==> src/rtl/tmr_pkg.sv <==
package tmr_pkg;
  localparam logic [1:0] SZ_BYTE = 2'd0;
  localparam logic [1:0] SZ_HALF = 2'd1;
  localparam logic [1:0] SZ_WORD = 2'd2;

  localparam int CTRL_W    = 16;
  localparam int IE_BIT    = 5;
  localparam int FLAG_BIT  = 8;
  localparam int SEL_W     = 3;
  localparam int PRE_W     = 10;
  localparam int NUM_DIVS  = 5;

  // terminal count of the prescaler for a select code (ratio minus one)
  function automatic int pre_limit(input logic [SEL_W-1:0] code);
    if (int'(code) < NUM_DIVS) return (4 << (2 * int'(code))) - 1;
    return 3;
  endfunction
endpackage

==> src/rtl/tmr_prescaler.sv <==
module tmr_prescaler
  import tmr_pkg::*;
#(
  parameter int PW = PRE_W
) (
  input  logic             clk,
  input  logic             rst,
  input  logic             run,
  input  logic             restart,
  input  logic [SEL_W-1:0] sel,
  output logic             tick
);
  logic [PW-1:0] phase_q;
  logic [PW-1:0] limit;
  logic          at_end;

  assign limit  = PW'(pre_limit(sel));
  assign at_end = (phase_q >= limit);
  assign tick   = run && at_end && !restart;

  always_ff @(posedge clk) begin
    if (rst) begin
      phase_q <= '0;
    end else if (restart) begin
      phase_q <= '0;
    end else if (run) begin
      if (at_end) phase_q <= '0;
      else        phase_q <= phase_q + PW'(1);
    end
  end
endmodule

==> src/rtl/tmr_channel.sv <==
module tmr_channel
  import tmr_pkg::*;
#(
  parameter int CW = 32
) (
  input  logic              clk,
  input  logic              rst,
  input  logic              run,
  input  logic              restart,
  input  logic              wr_reload,
  input  logic              wr_count,
  input  logic              wr_ctrl,
  input  logic [CW-1:0]     wdata,
  output logic [CW-1:0]     reload_o,
  output logic [CW-1:0]     count_o,
  output logic [CTRL_W-1:0] ctrl_o,
  output logic              tick_o,
  output logic              flag_o,
  output logic              ie_o,
  output logic              irq_o
);
  logic [CW-1:0]    reload_q;
  logic [CW-1:0]    count_q;
  logic [SEL_W-1:0] sel_q;
  logic             ie_q;
  logic             flag_q;
  logic             tick;
  logic             uflow;

  tmr_prescaler #(.PW(PRE_W)) u_pre (
    .clk     (clk),
    .rst     (rst),
    .run     (run),
    .restart (restart),
    .sel     (sel_q),
    .tick    (tick)
  );

  assign uflow = tick && (count_q == '0);

  always_ff @(posedge clk) begin
    if (rst) begin
      reload_q <= '1;
      count_q  <= '1;
      sel_q    <= '0;
      ie_q     <= 1'b0;
      flag_q   <= 1'b0;
    end else begin
      if (wr_reload) reload_q <= wdata;
      if (wr_count)   count_q <= wdata;
      else if (uflow) count_q <= reload_q;
      else if (tick)  count_q <= count_q - CW'(1);
      if (wr_ctrl) begin
        sel_q <= wdata[SEL_W-1:0];
        ie_q  <= wdata[IE_BIT];
      end
      if (uflow)                          flag_q <= 1'b1;
      else if (wr_ctrl && !wdata[FLAG_BIT]) flag_q <= 1'b0;
    end
  end

  always_comb begin
    ctrl_o             = '0;
    ctrl_o[SEL_W-1:0]  = sel_q;
    ctrl_o[IE_BIT]     = ie_q;
    ctrl_o[FLAG_BIT]   = flag_q;
  end

  assign reload_o = reload_q;
  assign count_o  = count_q;
  assign tick_o   = tick;
  assign flag_o   = flag_q;
  assign ie_o     = ie_q;
  assign irq_o    = flag_q & ie_q;
endmodule

==> src/rtl/tick_timer_bank.sv <==
module tick_timer_bank
  import tmr_pkg::*;
#(
  parameter int NUM_CH  = 3,
  parameter int CNT_W   = 32,
  parameter int ADDR_W  = 6,
  parameter int START_W = 8
) (
  input  logic              clk,
  input  logic              rst,
  input  logic [ADDR_W-1:0] addr,
  input  logic              wr_en,
  input  logic [1:0]        size,
  input  logic [CNT_W-1:0]  wdata,
  output logic [CNT_W-1:0]  rdata,
  output logic [NUM_CH-1:0] irq
);
  localparam int CH_BASE    = 4;
  localparam int CH_STRIDE  = 12;
  localparam int OFS_RELOAD = 0;
  localparam int OFS_COUNT  = 4;
  localparam int OFS_CTRL   = 8;
  localparam logic [ADDR_W-1:0] RUN_ADDR = '0;

  logic                          wr_byte, wr_half, wr_word;
  logic                          wr_run;
  logic [NUM_CH-1:0]             run_q;
  logic [NUM_CH-1:0]             restart;
  logic [NUM_CH-1:0]             ch_wr_reload, ch_wr_count, ch_wr_ctrl;
  logic [NUM_CH-1:0]             ch_hit, ch_tick, ch_flag, ch_ie;
  logic [NUM_CH-1:0][CNT_W-1:0]  ch_reload, ch_count, ch_rd;
  logic [NUM_CH-1:0][CTRL_W-1:0] ch_ctrl;
  logic [CNT_W-1:0]              rd_mux;

  assign wr_byte = wr_en && (size == SZ_BYTE);
  assign wr_half = wr_en && (size == SZ_HALF);
  assign wr_word = wr_en && (size == SZ_WORD);
  assign wr_run  = wr_byte && (addr == RUN_ADDR);

  // restart a prescaler only on a stopped-to-running transition
  assign restart = {NUM_CH{wr_run}} & wdata[NUM_CH-1:0] & ~run_q;

  always_ff @(posedge clk) begin
    if (rst)         run_q <= '0;
    else if (wr_run) run_q <= wdata[NUM_CH-1:0];
  end

  for (genvar k = 0; k < NUM_CH; k++) begin : g_ch
    localparam logic [ADDR_W-1:0] A_RL = ADDR_W'(CH_BASE + k*CH_STRIDE + OFS_RELOAD);
    localparam logic [ADDR_W-1:0] A_CN = ADDR_W'(CH_BASE + k*CH_STRIDE + OFS_COUNT);
    localparam logic [ADDR_W-1:0] A_CT = ADDR_W'(CH_BASE + k*CH_STRIDE + OFS_CTRL);

    assign ch_wr_reload[k] = wr_word && (addr == A_RL);
    assign ch_wr_count[k]  = wr_word && (addr == A_CN);
    assign ch_wr_ctrl[k]   = wr_half && (addr == A_CT);
    assign ch_hit[k]       = (addr == A_RL) || (addr == A_CN) || (addr == A_CT);
    assign ch_rd[k]        = (addr == A_RL) ? ch_reload[k] :
                             (addr == A_CN) ? ch_count[k]  : CNT_W'(ch_ctrl[k]);

    tmr_channel #(.CW(CNT_W)) u_ch (
      .clk       (clk),
      .rst       (rst),
      .run       (run_q[k]),
      .restart   (restart[k]),
      .wr_reload (ch_wr_reload[k]),
      .wr_count  (ch_wr_count[k]),
      .wr_ctrl   (ch_wr_ctrl[k]),
      .wdata     (wdata),
      .reload_o  (ch_reload[k]),
      .count_o   (ch_count[k]),
      .ctrl_o    (ch_ctrl[k]),
      .tick_o    (ch_tick[k]),
      .flag_o    (ch_flag[k]),
      .ie_o      (ch_ie[k]),
      .irq_o     (irq[k])
    );
  end

  always_comb begin
    rd_mux = '0;
    if (addr == RUN_ADDR) rd_mux = CNT_W'(run_q);
    for (int k = 0; k < NUM_CH; k++) begin
      if (ch_hit[k]) rd_mux = ch_rd[k];
    end
  end

  always_ff @(posedge clk) begin
    if (rst) rdata <= '0;
    else     rdata <= rd_mux;
  end
endmodule

==> config.mk <==
export PLATFORM = sky130hd
export DESIGN_NAME = tick_timer_bank
export DESIGN_NICKNAME = d
export VERILOG_FILES = /design/src/rtl/tmr_pkg.sv /design/src/rtl/tmr_prescaler.sv /design/src/rtl/tmr_channel.sv /design/src/rtl/tick_timer_bank.sv
export SDC_FILE = /design/constraint.sdc
export NUM_CORES = 1
export LEC_CHECK = 0
export CAP_MARGIN = 20
export CORE_ASPECT_RATIO = 0.6
export CORE_MARGIN = 4
export CORE_UTILIZATION = 35
export DETAILED_ROUTE_END_ITERATION = 16
export PLACE_DENSITY = 0.47
export SLEW_MARGIN = 20
export SYNTH_ARGS = -nofsm -noshare
export SYNTH_HDL_FRONTEND = slang
export SYNTH_SLANG_ARGS = --single-unit
==> constraint.sdc <==
create_clock -name clk -period 3.9 [get_ports clk]
set_input_delay 0.78 -clock clk [delete_from_list [all_inputs] [get_ports clk]]
set_output_delay 0.78 -clock clk [all_outputs]
set_load 0.01 [all_outputs]
==> metrics.cfg, run 1 <==
[outcome]
status=finished, final reports clean

[floorplanning]
die_h_um=168
ioPinCount=78
fp.dieArea_um2=46200
core-area_um2=42000
start_util_pct=35.6
rows=58
die_x_um=275

[grt]
grt_antenna_before_repair=1
track_usage_pct=27.1
grt_max_degree=90
grt_pass1_vias=13800
grt_first_pass_wirelength_mm=95.5
grt_overflow=0

[final_layout]
nNetsFinal=1988
fin_util_pct=42.0
final_cell_count_no_fill=2507
drive_gt1_share_pct=8.73
final_area_um2=17600
fill_cells=4231
syn_to_final_growth_pct=17.9

[clocking]
htree_levels=1
cts_setup_buffers=0
insertion_delay_ps=600
cts_tree=built
cts_sinks=272
clk_pin_slew_ps=70
cts.path.max_buffers=3
cts_resized=0
holdBufCountCts=0
cts_buffers=30
cts-root-buf=clkbuf_16

[sta]
whs_ps=490
fmax_ghz=0.278
setup-tns-final_ps=0
report.final.slew_viol_count=0
finalSetupViolCount=0
period_minus_slack_ps=3600
finalHoldViolCount=0
finClkSkew_ps=18.2
worst_slack_ps=299
relSlewSlack_pct=28.6
rsz0062_at_grt=no
fin_crit_sh_pct=92.3
tightest_slew_ps=1070

[detailed_routing]
postRouteAntennaNets=0
avgRoutedWirePerCell_um=25.5
vias=15100
drt-pass1-iter-count=7
vias_per_cell=6.02
drc_errors=0
drt_wl_total_mm=64.0
drt_iter0_drc=1859

[logic_synthesis]
synth_fp_nets=1961
ys_ff_latch=272
syn_inst=1885
ys_types=78
yosys_warnings=0
synth_edf_count=0
post_synth.cell_area_avg_um2=7.93
synthFlopType=dfxtp_1
netlist_area_um2=15000
ys_seq_area_share_pct=36.4
async_flop_share_pct=0

[hold_path]
hp-class=reg2reg

[placed_design]
place_ws_ps=245
io_buffers=77
hpwlAfterDp_mm=44.5
dp.cells=2450
gp_congestion=0.952
placed_area_um2=16500

[power_and_ir_drop]
pwr-share-clk_pct=51.4
p_sw_share_pct=23.4
seq_power_share_pct=44.0
powerDensity_nw_per_um2=362
power_mw=6.38
switching_power_mw=1.50
leakagePower_nw=6.33
combPwrFrac_pct=4.6
internal_power_mw=4.88
ir_drop_uv=219

[worst_setup_path]
worst_setup_path_start_kind=flip-flop
crit_chain=inv_1, or3_1, ha_1, nor2_1, nand2_1, a21oi_1, a21oi_1, ha_1, nand2_1, nor2_1, o21ai_0, a21oi_2, buf_4, o211ai_1, nand3_1
cp_slowest_cell=a21oi_2
cp_num_buf_inv=2
worstPathRequired_ps=4430
crit_family=compound AO/OA/AOI/OAI gates
worstPathMaxFanout=12
reg2reg_slack_ps=300
worst_ep_arrival_time_ps=4130
crit_type=reg2reg
crit_path_end_kind=flip-flop
slowest_delay_ps=820

[job]
drv_cap=0

-- state kept, by name, indices dropped and copies added (netlist names) --
name,count
g_ch.u_ch.sel_q,9
g_ch.u_ch.u_pre.phase_q,30
g_ch.u_ch.count_o,96
g_ch.u_ch.flag_o,3
g_ch.u_ch.reload_o,96
run_q,3
g_ch.u_ch.ie_o,3
rdata,32
-- cell families (layout without fill, tap and decap cells) --
group	Yosys count	in the layout	share of synthesized area (%)
AND/OR/NAND/NOR	809	809	26.3
buffers and inverters	183	234	5.05
multiplexers	68	68	4.57
adder cells (fa/ha/maj)	33	33	2.76
other	0	1	0
XOR/XNOR	101	101	5.92
flip-flops	272	272	36.4
AO/OA/AOI/OAI	419	419	19.0
-- Yosys cell counts (4+ instances only) --
master,number,area (µm²)
nor2b_1,6,37.5
clkbuf_1,118,443
nor3_1,55,275
dfxtp_1,272,5450
inv_1,27,101
buf_6,4,45.0
or4_1,23,173
o221ai_1,6,52.6
nor4_1,30,188
o31ai_1,5,37.5
a211o_1,21,184
buf_2,17,85.1
o211ai_1,54,405
a22oi_1,82,616
and3_1,13,81.3
xnor2_1,45,394
a2111o_1,6,67.6
and2_1,6,37.5
nand4_1,25,156
ha_1,33,413
a31oi_1,41,257
nor2_1,128,480
o21ai_0,52,260
nand2_1,280,1050
xor2_1,56,490
nand2b_1,12,75.1
buf_1,11,41.3
nor3_2,4,40.0
nor3b_1,4,30.0
mux2i_1,66,661
nand4b_1,4,35.0
o41ai_1,4,35.0
o21a_1,9,67.6
a221oi_1,8,70.1
a211oi_1,7,52.6
nor4_2,4,50.1
buf_4,4,30.0
or3_1,14,87.6
a21oi_1,93,465
nand3_1,175,876
-- metal layers --
| layer | wire [µm] | vias up | share of wire, % | track usage [%] |
|---|---|---|---|---|
| met2 | 23500 | 767 | 37 | 34.5 |
| met4 | 1500 | 0 | 2.4 | 5.69 |
| met3 | 7450 | 99 | 12 | 8.13 |
| met1 | 31500 | 7295 | 49 | 43.5 |
| li1 | - | 6922 | - | - |
| met5 | 0 | - | 0 | 0 |
-- path summary, 6_finish.rpt --
kind                            startpoint                        to  depth (start not counted)
setup / recovery     g_ch[0].u_ch.sel_q[0]   g_ch[0].u_ch.count_o[7]                         15
hold / removal    g_ch[0].u_ch.reload_o[1]  g_ch[0].u_ch.reload_o[1]                          2
setup reg to reg     g_ch[0].u_ch.sel_q[0]   g_ch[0].u_ch.count_o[7]                         15
hold reg to reg   g_ch[0].u_ch.reload_o[1]  g_ch[0].u_ch.reload_o[1]                          2
-- placed cells by master (no fill, tap or decap), types with 10 or more instances in the layout --
cell             count
o21ai_0             52
xnor2_1             45
dfxtp_1            272
or3_1               14
nor4_1              29
inv_1               27
nand4_1             25
o211ai_1            54
and3_1              13
nand3_1            175
a31oi_1             41
buf_12              10
a211o_1             21
nand2_1            280
mux2i_1             66
buf_4               64
nor2_1             122
or4_1               23
ha_1                33
nand2b_1            12
clkdlybuf4s50_1     76
xor2_1              56
nor3_1              53
a22oi_1             82
clkbuf_16           31
a21oi_1             91
-- tightest hold or removal path, cell delays in order (launching register included) --
cell,delay (ps)
dfxtp_1,330
nand2_1,60
nand3_1,60
-- power groups by stage --
| stage | clock [mW] | sequential (mW) | combinational, mW |
|---|---|---|---|
| floorplan | 0 | 2.87 | 0.116 |
| global placement | 0 | 2.87 | 0.288 |
| detailed placement | 0 | 2.87 | 0.289 |
| CTS | 3.32 | 2.81 | 0.290 |
| global route | 3.43 | 2.81 | 0.310 |
| finish | 3.27 | 2.81 | 0.295 |
-- cell type report --
class	count	area, µm²	area share (%)
antenna	1	2.50	0.0142
clock buffer	38	842	4.78
clock inverter	18	272	1.54
inverter	28	108	0.610
multi-input combinational	1430	8810	50.0
sequential	272	5450	30.9
tap	570	713	4.04
timing repair buffer	150	1440	8.17
No activity file was read; power rests on OpenSTA's default activity.
==> inputs of run 2 (changes only) <==
- REMOVE_ABC_BUFFERS: not set -> 1
==> run 2 against run 1 <==
First-iteration DRC count fell by 16%. Sequential cell count is the same. Worst hold slack is essentially flat. Register-to-register slack hardly changed. Critical path depth fell by 3. Core utilization decreased by 0.17 points. Critical endpoint is now g_ch[2].u_ch.count_o[24].
==> metrics.cfg, run 2 (same netlist as run 1, synthesis figures left out) <==
[final_layout]
mostFrequentLayoutCells=nand2_1 (280), dfxtp_1 (272), nand3_1 (175)
nNetsFinal=1988
final_area_um2=17600
final_common_cell=nand2_1
diodes=0
final_cell_count_no_fill=2504
syn_to_final_growth_pct=17.4
drive_gt1_share_pct=8.74

[worst_setup_path]
worst_ep_arrival_time_ps=4060
crit_path_end_kind=flip-flop
worst_setup_path_start_kind=flip-flop
worstPathMaxFanout=9
worstPathRequired_ps=4360
r2r-end=g_ch[2].u_ch.count_o[24]
r2r-start=g_ch[2].u_ch.sel_q[0]
crit_type=reg2reg
ff2ff_path_depth=12
reg2reg_slack_ps=300

[placed_design]
io_buffers=77
hpwlAfterDp_mm=41.6
place_ws_ps=279
placed_area_um2=16600
gp_congestion=0.901
dp.cells=2450

[grt]
track_usage_pct=25.5
grt_first_pass_wirelength_mm=90.8
grt_antenna_before_repair=1
grt_pass1_vias=13700
grt_overflow=0
grt_max_degree=136

[clocking]
cts_tree=built
cts.path.max_buffers=3
cts_setup_buffers=0
cts_buffers=30
holdBufCountCts=0
htree_levels=1
cts-root-buf=clkbuf_16
cts_sinks=272
clk_pin_slew_ps=70
cts_resized=0
insertion_delay_ps=580

[detailed_routing]
drt-pass1-iter-count=5
vias=14900
drt_iter0_drc=1566
postRouteAntennaNets=0
vias_per_cell=5.96
drt_wl_total_mm=60.9
avgRoutedWirePerCell_um=24.3
drc_errors=0

[sta]
relSlewSlack_pct=30.2
fin_crit_sh_pct=92.3
worst_slack_ps=300
period_minus_slack_ps=3600
finalSetupViolCount=0
fmax_ghz=0.278
tightest_slew_ps=1040
report.final.slew_viol_count=0
finClkSkew_ps=13.0
setup-tns-final_ps=0
whs_ps=490
finalHoldViolCount=0
rsz0062_at_grt=no

[floorplanning]
die_h_um=168
die_x_um=275
ioPinCount=78
start_util_pct=35.6
core-area_um2=42000
rows=58
fp.dieArea_um2=46200

[hold_path]
hold_path_depth=2
hold_start=g_ch[0].u_ch.reload_o[27]
hp-class=reg2reg
hold_end=g_ch[0].u_ch.reload_o[27]

[job]
drv_cap=0

[power_and_ir_drop]
ir_drop_uv=259
powerDensity_nw_per_um2=343
leakagePower_nw=6.27

[outcome]
status=finished, final reports clean

-- run 2: cell count changes in the layout (fill, tap and decap cells not counted), moves of 2 or more --
| cell | previous run | this run |
|---|---|---|
| clkinv_2 | 9 | 7 |
| clkinvlp_4 | 1 | 4 |
| buf_4 | 64 | 61 |
| and2_1 | 5 | 3 |
| and2_2 | 1 | 3 |
| nor2_4 | 2 | 5 |
| buf_12 | 10 | 13 |
| bufinv_16 | 7 | 2 |
| clkinv_4 | 0 | 2 |
| nor2_2 | 4 | 1 |
-- run 2: worst max path at each step --
stage / startpoint / end / slack, ps / depth (start not counted)
after floorplan: addr[3] / g_ch[0].u_ch.reload_o[0] / -1050 / 5
after global placement: addr[3] / rdata[1] / 260 / 7
after detailed placement: addr[3] / rdata[2] / 280 / 7
after CTS: g_ch[2].u_ch.sel_q[0] / g_ch[2].u_ch.count_o[24] / 350 / 12
after global routing: g_ch[2].u_ch.sel_q[0] / g_ch[2].u_ch.count_o[24] / 160 / 12
final: g_ch[2].u_ch.sel_q[0] / g_ch[2].u_ch.count_o[24] / 300 / 12
-- run 2: worst max-delay path, stage by stage (launching register included) --
cell and delay (ps):
dfxtp_1 430, inv_1 120, or3_1 390, ha_1 290, nand2b_1 150, ha_1 230, a2111oi_0 370, a211oi_1 90
o2111ai_1 470, nand2_1 350, buf_4 290, a311oi_1 220, a21oi_1 100
-- run 2: power breakdown --
group	total [mW]	internal, mW	switching, mW
Combinational	0.291	0.106	0.185
Sequential	2.81	2.79	0.0135
Clock	2.93	1.65	1.28
Total	6.02	4.54	1.48
-- run 2: routing by layer --
layer	wire [µm]	global-route usage, %	vias to the layer above
li1	-	-	6919
met1	30600	40.7	7296
met2	23500	34.5	639
met3	5770	6.27	66
met4	944	4.43	0
met5	0	0	-
-- run 2: metrics by stage --
step	util, %	power [mW]
final	41.8	6.02
after floorplan	-	2.96
after CTS	41.8	6.08
after detailed placement	39.4	3.15
after global placement	39.4	3.16
after global routing	41.8	6.22
-- run 2: cell type report --
cell class / instances / area [µm²]
Fill cell: 4206 / 24500
Timing Repair Buffer: 150 / 1480
Inverter: 28 / 108
Clock buffer: 38 / 832
Sequential cell: 272 / 5450
Multi-Input combinational cell: 1430 / 8830
Clock inverter: 16 / 154
Tap cell: 570 / 713
